--- src/rtl/dfile_pkg.sv ---
package dfile_pkg;
   typedef enum logic [1:0] {
      CYC_IDLE  = 2'd0,
      CYC_FETCH = 2'd1,
      CYC_RFSH  = 2'd2,
      CYC_OTHER = 2'd3
   } bus_cycle_e;

   localparam logic [7:0] NOP_OPCODE = 8'h00;
   localparam int         INT_ADDR_BIT = 6;
   localparam logic       PIX_BLACK = 1'b1;
endpackage

--- src/rtl/dfile_fetch_mux.sv ---
module dfile_fetch_mux
   import dfile_pkg::*;
#(
   parameter int ADDR_W = 16,
   parameter int DATA_W = 8,
   parameter int LINE_W = 3
) (
   input  logic              clk,
   input  logic              rst_n,
   input  logic [ADDR_W-1:0] cpu_addr,
   input  logic              cpu_m1,
   input  logic              cpu_mreq,
   input  logic              cpu_rd,
   input  logic              cpu_rfsh,
   input  logic [DATA_W-1:0] mem_rdata,
   input  logic [LINE_W-1:0] line_cnt,
   output logic [ADDR_W-1:0] mem_addr,
   output logic [DATA_W-1:0] cpu_rdata,
   output logic              load_pat,
   output logic              pat_inv
);
   localparam int CODE_W = DATA_W - 2;
   localparam int I_W    = ADDR_W - CODE_W - LINE_W;
   localparam int VID_BIT = DATA_W - 2;
   localparam int INV_BIT = DATA_W - 1;

   bus_cycle_e        cyc;
   logic              upper;
   logic              vid_hit;
   logic              pend_q;
   logic [DATA_W-1:0] code_q;

   always_comb begin
      if (cpu_rfsh && cpu_mreq)                cyc = CYC_RFSH;
      else if (cpu_m1 && cpu_mreq && cpu_rd)   cyc = CYC_FETCH;
      else if (cpu_mreq)                       cyc = CYC_OTHER;
      else                                     cyc = CYC_IDLE;
   end

   assign upper   = cpu_addr[ADDR_W-1];
   assign vid_hit = (cyc == CYC_FETCH) && upper && mem_rdata[VID_BIT];

   always_ff @(posedge clk or negedge rst_n) begin
      if (!rst_n) begin
         pend_q <= 1'b0;
         code_q <= '0;
      end else if (vid_hit) begin
         pend_q <= 1'b1;
         code_q <= mem_rdata;
      end else if (cyc == CYC_RFSH) begin
         pend_q <= 1'b0;
      end
   end

   always_comb begin
      mem_addr = cpu_addr;
      if (cyc == CYC_FETCH && upper)
         mem_addr[ADDR_W-1] = 1'b0;
      if (cyc == CYC_RFSH && pend_q)
         mem_addr = {cpu_addr[ADDR_W-1 -: I_W], code_q[CODE_W-1:0], line_cnt};
   end

   assign cpu_rdata = vid_hit ? DATA_W'(NOP_OPCODE) : mem_rdata;
   assign load_pat  = (cyc == CYC_RFSH) && pend_q;
   assign pat_inv   = code_q[INV_BIT];
endmodule

--- src/rtl/dfile_shifter.sv ---
module dfile_shifter
   import dfile_pkg::*;
#(
   parameter int DATA_W    = 8,
   parameter bit MSB_FIRST = 1'b1
) (
   input  logic              clk,
   input  logic              rst_n,
   input  logic              load,
   input  logic              inv,
   input  logic [DATA_W-1:0] pattern,
   input  logic              sync_active,
   output logic              pix
);
   logic [DATA_W-1:0] sh_q;
   logic              bit_out;

   generate
      if (MSB_FIRST) begin : g_msb
         always_ff @(posedge clk or negedge rst_n) begin
            if (!rst_n)    sh_q <= '0;
            else if (load) sh_q <= inv ? ~pattern : pattern;
            else           sh_q <= sh_q << 1;
         end
         assign bit_out = sh_q[DATA_W-1];
      end else begin : g_lsb
         always_ff @(posedge clk or negedge rst_n) begin
            if (!rst_n)    sh_q <= '0;
            else if (load) sh_q <= inv ? ~pattern : pattern;
            else           sh_q <= sh_q >> 1;
         end
         assign bit_out = sh_q[0];
      end
   endgenerate

   assign pix = sync_active ? PIX_BLACK : bit_out;
endmodule

--- src/rtl/dfile_intgen.sv ---
module dfile_intgen
   import dfile_pkg::*;
#(
   parameter int ADDR_W = 16
) (
   input  logic              clk,
   input  logic              rst_n,
   input  logic [ADDR_W-1:0] cpu_addr,
   input  logic              cpu_rfsh,
   input  logic              cpu_mreq,
   input  logic              cpu_m1,
   input  logic              cpu_iorq,
   output logic              int_req
);
   logic set_int;
   logic ack;

   assign set_int = cpu_rfsh && cpu_mreq && !cpu_addr[INT_ADDR_BIT];
   assign ack     = cpu_m1 && cpu_iorq;

   always_ff @(posedge clk or negedge rst_n) begin
      if (!rst_n)       int_req <= 1'b0;
      else if (set_int) int_req <= 1'b1;
      else if (ack)     int_req <= 1'b0;
   end
endmodule

--- src/rtl/dfile_pixgen.sv ---
module dfile_pixgen #(
   parameter int ADDR_W    = 16,
   parameter int DATA_W    = 8,
   parameter int LINE_W    = 3,
   parameter bit MSB_FIRST = 1'b1
) (
   input  logic              clk,
   input  logic              rst_n,
   input  logic [ADDR_W-1:0] cpu_addr,
   input  logic              cpu_m1,
   input  logic              cpu_mreq,
   input  logic              cpu_rd,
   input  logic              cpu_rfsh,
   input  logic              cpu_iorq,
   input  logic [DATA_W-1:0] mem_rdata,
   input  logic [LINE_W-1:0] line_cnt,
   input  logic              sync_active,
   output logic [ADDR_W-1:0] mem_addr,
   output logic [DATA_W-1:0] cpu_rdata,
   output logic              pix_out,
   output logic              int_req
);
   localparam int CODE_W = DATA_W - 2;
   localparam int I_W    = ADDR_W - CODE_W - LINE_W;

   generate
      if (DATA_W < 8) begin : g_bad_data
         $error("dfile_pixgen: DATA_W must be at least 8");
      end
      if (I_W < 1) begin : g_bad_addr
         $error("dfile_pixgen: ADDR_W too small for code and line fields");
      end
      if (ADDR_W <= dfile_pkg::INT_ADDR_BIT) begin : g_bad_int
         $error("dfile_pixgen: ADDR_W must cover the interrupt address bit");
      end
   endgenerate

   logic load_pat;
   logic pat_inv;

   dfile_fetch_mux #(
      .ADDR_W(ADDR_W), .DATA_W(DATA_W), .LINE_W(LINE_W)
   ) u_fetch (
      .clk(clk), .rst_n(rst_n), .cpu_addr(cpu_addr), .cpu_m1(cpu_m1),
      .cpu_mreq(cpu_mreq), .cpu_rd(cpu_rd), .cpu_rfsh(cpu_rfsh),
      .mem_rdata(mem_rdata), .line_cnt(line_cnt), .mem_addr(mem_addr),
      .cpu_rdata(cpu_rdata), .load_pat(load_pat), .pat_inv(pat_inv)
   );

   dfile_shifter #(
      .DATA_W(DATA_W), .MSB_FIRST(MSB_FIRST)
   ) u_shift (
      .clk(clk), .rst_n(rst_n), .load(load_pat), .inv(pat_inv),
      .pattern(mem_rdata), .sync_active(sync_active), .pix(pix_out)
   );

   dfile_intgen #(
      .ADDR_W(ADDR_W)
   ) u_int (
      .clk(clk), .rst_n(rst_n), .cpu_addr(cpu_addr), .cpu_rfsh(cpu_rfsh),
      .cpu_mreq(cpu_mreq), .cpu_m1(cpu_m1), .cpu_iorq(cpu_iorq),
      .int_req(int_req)
   );
endmodule

--- config.mk ---
export PLATFORM = sky130hd
export DESIGN_NAME = dfile_pixgen
export DESIGN_NICKNAME = d
export VERILOG_FILES = /design/src/rtl/dfile_pkg.sv /design/src/rtl/dfile_fetch_mux.sv /design/src/rtl/dfile_shifter.sv /design/src/rtl/dfile_intgen.sv /design/src/rtl/dfile_pixgen.sv
export SDC_FILE = /design/constraint.sdc
export NUM_CORES = 1
export LEC_CHECK = 0
export BUFFER_PORTS_ARGS = -buffer_cell sky130_fd_sc_hd__buf_4
export CAP_MARGIN = 20
export CORE_ASPECT_RATIO = 1.4
export CORE_MARGIN = 3
export CORE_UTILIZATION = 44
export CTS_CLUSTER_DIAMETER = 40
export DETAILED_ROUTE_END_ITERATION = 10
export GPL_ROUTABILITY_DRIVEN = 0
export PLACE_DENSITY = 0.83
export SLEW_MARGIN = 20
export SYNTH_ARGS = -nofsm -noshare
export SYNTH_HDL_FRONTEND = slang
export SYNTH_SLANG_ARGS = --single-unit
--- constraint.sdc ---
create_clock -name clk -period 3.3 [get_ports clk]
set_input_delay 0.33 -clock clk [delete_from_list [all_inputs] [get_ports clk]]
set_output_delay 0.33 -clock clk [all_outputs]
set_load 0.01 [all_outputs]
After elaboration in Yosys (flattened, before gate mapping)
Cells that the tools add are included.
{ "totals": {"reg_bits": 18, "input_bits": 35, "output_inout_bits": 26} }
{ "op_classes": {"eq_ne": 2, "mux": 13, "bitwise_logic": 1, "reduce_logical": 11} }
{ "ops": {"columns": ["cell", "count"], "rows": [
  ["$mux W8", 3],
  ["$mux W16", 1],
  ["$logic_and A1 B1 Y1", 8],
  ["$not A8 Y8", 1],
  ["$mux W1", 6],
  ["$mux W2", 3],
  ["$reduce_bool A2 Y1", 2],
  ["$eq A2 B1 Y1 const B", 1],
  ["$eq A2 B2 Y1 const B", 1],
  ["$logic_not A1 Y1", 1]
]} }

Longest topological paths before layout
{ "depth": {"word_depth": 8, "ltp_mapped": 5, "ltp_nobuf": 3} }

By module
Synthesis repeated with hierarchy kept, for this count alone.
{ "unflattened": {"hier_cells": 85, "area_unflattened_um2": 963.4} }
{ "by_module_without_submodules": {"columns": ["module", "instances", "cells_per_inst", "area_per_inst_um2", "seq_area_each_um2"], "rows": [
  ["dfile_fetch_mux", 1, 47, 549.3, 200.2],
  ["dfile_shifter", 1, 34, 366.6, 200.2],
  ["dfile_intgen", 1, 4, 47.5, 25.0]
]} }

Worst setup path after synthesis
No wires, ideal clock.
{ "synth_timing": {"path_kind": "register -> output", "startpoint": "register u_fetch.pend_q", "endpoint": "output mem_addr[4]", "arrival_time_ns": 1.223, "path_slack_ns": 1.747, "path_stages_with_launch": 4, "path_buffers": 1, "path_cell_list": "dfrtp_1 > nand3_1 > clkbuf_1 > mux2_2"} }
{ "synth_via": {"elab_chain_cells": 2} }
{ "synth_lines": {"columns": ["item", "line", "rtl"], "rows": [
  ["from (decl)", "dfile_fetch_mux.sv:30", "logic pend_q;"],
  ["from (signal assigned)", "dfile_fetch_mux.sv:45", "pend_q <= 1'b0;"],
  ["from (signal assigned)", "dfile_fetch_mux.sv:48", "pend_q <= 1'b1;"],
  ["from (signal assigned)", "dfile_fetch_mux.sv:51", "pend_q <= 1'b0;"],
  ["$logic_and A1 B1 Y1", "dfile_fetch_mux.sv:59", "if (cyc == CYC_RFSH && pend_q)"],
  ["$mux W16", "dfile_fetch_mux.sv:59", null],
  ["to (decl)", "dfile_pixgen.sv:18", "output logic [ADDR_W-1:0] mem_addr,"]
]} }
No other way between the ends.

Worst setup path in the final report
{ "layout_timing": {"startpoint": "register u_fetch.pend_q", "endpoint": "output mem_addr[6]"} }
Same word-level chain as after synthesis.

==> flow_results.org <==
** Run status
- The run finished with clean final reports.

** Synthesis
- Sorting the synthesized cells by area gives the leading types as sky130_fd_sc_hd__dfrtp_1 45%, sky130_fd_sc_hd__mux2_2 17%, sky130_fd_sc_hd__xnor2_1 7.5%.
- By instance count, the leading cell after synthesis is sky130_fd_sc_hd__dfrtp_1.
- Number of flops mapped to enable cells by yosys :: 0
- Unique cell type count in the Yosys netlist :: 18
- Synthesized flop and latch total :: 17
- After synthesis, the mean cell area works out to 11.03 sq um.
- Summing every instance area after synthesis gives about 940 sq um.
- sky130_fd_sc_hd__dfrtp_1 takes more of the synthesized area than any other cell.
- The share of synthesized area in the top cell type comes to between 40% and 50%.
- Counting flops with an async set or reset pin after synthesis yields a share of 100.0%.
- Yosys printed 0 warnings.
- Part of the Yosys area used for sequential elements :: approximately 45%
- For this run, the leading register cell type out of synthesis is sky130_fd_sc_hd__dfrtp_1.
- Most frequent cells after synthesis :: 17 x sky130_fd_sc_hd__dfrtp_1, 14 x sky130_fd_sc_hd__mux2_2, 10 x sky130_fd_sc_hd__nand2_1
- Synthesis handed over a netlist of 85 instances.
- Post-Syn Nets :: 120

** Global route
- Number of global-route vias before repair :: roughly 730
- First-pass GRT wire length :: 3.249 mm
- Pin count of the biggest net entering global routing :: 25
- For this run the aggregate overflow at the end of global routing stands at 0.
- Antenna violations before repair :: 0
- In the global route stage, overall resource usage came out at 16.14%.

** Setup path
- On the critical path, the stage with the largest delay is an instance of sky130_fd_sc_hd__nand3_1.
- Largest fanout on the critical path :: 24
- Start point of the critical path :: u_fetch.pend_q$_DFFE_PN0P_
- The signal on the critical path passes through nand3_1 > mux2_2 > buf_4.
- The worst register-to-register path has a setup slack of 1.83 ns.
- Type of origin of the critical path :: register
- Type of element capturing the critical path :: primary output
- The critical path is of the register to primary output type.
- CP Data Arrival Time :: 1.91 ns
- In this run the critical register-to-register path is launched from u_fetch.pend_q$_DFFE_PN0P_.
- Required arrival time at the worst endpoint :: 2.97 ns
- CP peak stage delay :: 0.59 ns

** Die
- Initial cell density of the core :: 46.93%
- Width of the chip :: 45.01 microns
- Core area :: 1997 sq um
- Vert. Die Dim :: 60.61 microns
- Number of top-level pins :: 61
- Standard-cell row count :: 19
- The floorplan step defined a die boundary enclosing 2728 sq um.

** CTS
- Clock Pin Slew Worst Setup and Hold Paths :: 0.09 ns
- CTS saw 17 sinks.
- CTS built an H-tree with a depth of 1.
- Clock tree from TritonCTS :: yes
- Max Root-Sink Buffers :: 2
- The number of gates resized after CTS was 0.
- Clock tree root buffer cell :: sky130_fd_sc_hd__clkbuf_4
- Clock latency on the worst-skew pair, taken at its later pin, is just under 0.3 ns.
- Buffers inserted during clock tree synthesis total 3.

** Job
- Number of maximum-capacitance constraint violations :: 0

** Placed design
- After detailed placement, the total cell area comes to 1244 sq um.
- The number of placed instances, taps included, is 143.
- The HPWL after detailed placement is 1.581 mm.
- In this run the tool buffered the top-level ports with 48 buffer cells.

** Worst hold path
- The min-delay analysis places its worst path in the category primary input to register.
- Startpoint of the most critical hold path :: cpu_addr[6]

** Power
- Internal power comes to ~0.36 mW.
- Combinational logic burns 25.4% of the power.
- VDD sags by at most 291.5 uV.
- For this design the static power due to leakage is 0.6430 nW.
- Per report_power, the sequential group accounts for between 50% and 60% of the total.
- Of the total power, the clock network draws a little under a quarter.
- In this run the power spent charging and discharging nets is 0.1259 mW.
- Power Dens Cells :: 377.7 nW/um^2
- Fraction of power spent switching nets :: about a quarter

** STA
- Worst Tran Pin Value :: 0.8257 ns
- Hold Vio Cnt, Final :: 0
- RSZ-0062 raised after global routing :: false
- The number of max-slew violations in the final report was 0.
- Setup violations, final :: 0
- Measured against its own limit, the worst slew margin works out to 44.80%.
- Clock skew on the completed layout was measured at 0.003085 ns.
- Timing would allow up to between 400 and 500 MHz.
- Counting I/O delays and the setup requirement, the final critical path takes 2.241 ns.
- Final clock period utilization by the worst path :: between 60% and 70%
- Total Negative Setup Slacks :: 0 ns

** Final layout
- 0 antenna diodes ended up in the layout.
- For this run, the number of standard cells in the final layout without fillers is 148.
- After filler insertion, the fill cell instance count of the layout stands at 172.
- Final Net Count :: 163
- The post-route netlist has 53.54% of its cells at a drive strength greater than 1.
- Area growth syn-to-layout :: 36.58%
- Total non-filler cell area in the finished layout :: 1280 sq um

** Drt
- Using the TritonRoute via totals, the vias-per-cell ratio works out to 5.014.
- Pre-antenna DRT Iters :: 4
- In the final routed layout, each cell accounts on average for between 10 and 15 microns.
- Routed via count :: 742
- The count of nets left with antenna violations once routing finished came out at 0.
- Total wire length after detailed routing :: approximately 2.1 mm
- After the first detailed-routing iteration, the DRC count stood at 11.
- DRC viols :: 0
-- worst max-delay path: cells and delay by family (launching register included) --
| kind | cells | cell delay (ns) |
|---|---|---|
| simple gates | 1 | 0.59 |
| mux | 1 | 0.52 |
| flops | 1 | 0.37 |
| buf+inv | 1 | 0.15 |
-- per-layer routing --
layer / part of all wire [%] / GRT usage [%]
met1: 35 / 19.10
met2: 53 / 28.54
met3: 10 / 2.967
met4: 1.5 / 5.858
met5: 0 / 0
-- cells in the final DEF, fill, tap and decap left out, drive strengths merged --
cell	n
nand2	10
nand3	1
nor2b	8
clkbuf	4
and3	1
or2	1
nor2	1
xnor2	8
a21boi	1
mux2	16
buf	48
a21o	1
dfrtp	17
dlygate4sd3	1
and4b	1
o21ai	8
-- registers in the layout (all words and copies together), names as in the netlist --
| register | flops |
|---|---|
| u_shift.sh_q | 8 |
| u_fetch.code_q | 7 |
| u_fetch.pend_q | 1 |
| u_int.int_req | 1 |
-- worst paths after layout --
| kind | endpoint | cells past startpoint |
|---|---|---|
| max | mem_addr[6] | 3 |
| min | u_int.int_req$_DFFE_PN0P_ | 2 |
| max reg2reg | u_shift.sh_q[4]$_DFF_PN0_ | 3 |
| min reg2reg | u_shift.sh_q[3]$_DFF_PN0_ | 2 |
| max in group asynchronous | u_shift.sh_q[3]$_DFF_PN0_ | 2 |
| min in group asynchronous | u_shift.sh_q[5]$_DFF_PN0_ | 2 |
-- power by group through the flow --
stage | Clock, mW | Combinational (mW) | Sequential, mW
6_report | 0.111 | 0.123 | 0.249
5_1_grt | 0.124 | 0.135 | 0.253
4_1_cts | 0.115 | 0.125 | 0.250
3_5_place_dp | 0 | 0.123 | 0.254
3_3_place_gp | 0 | 0.119 | 0.252
2_1_floorplan | 0 | 0.0792 | 0.242
-- cell type report --
cell class / count / area (sq um) / area share, %
Tap cell: 21 / 26.28 / 2.053
Sequential cell: 17 / 425.4 / 33.24
Multi-Input combinational cell: 57 / 431.7 / 33.72
Clock buffer: 4 / 26.28 / 2.053
Timing Repair Buffer: 49 / 370.4 / 28.93
-- metrics by stage --
step | power [mW] | hold WS (ns) | setup WS, ns | util, %
after floorplan | 0.3212 | 0.03441 | 1.747 | -
after global routing | 0.5119 | 0.2418 | 0.8624 | 64.10
after detailed placement | 0.3771 | 0.2120 | 1.302 | 62.28
after CTS | 0.4894 | 0.2377 | 1.029 | 64.10
final | 0.4835 | 0.2404 | 1.059 | 64.10
after global placement | 0.3714 | 0.2040 | 1.296 | 62.28
-- timing repair --
item	4_1_cts	5_1_grt
setup buffers	0	0
setup endpoints to repair	0	0
endpoints found under the hold margin	17	0
hold buffers	1	0
-- kinds of logic after synthesis --
kind of cell              Yosys count  synth area share, %
xor gates and xnor gates            8                7.477
DFF                                17                45.39
AOI/OAI and AO/OA                  10                5.875
and+or+nand+nor                    23                12.68
buffers and inverters              11                8.544
muxes                              16                20.03
Note: power is estimated with default switching activity, not from simulation.
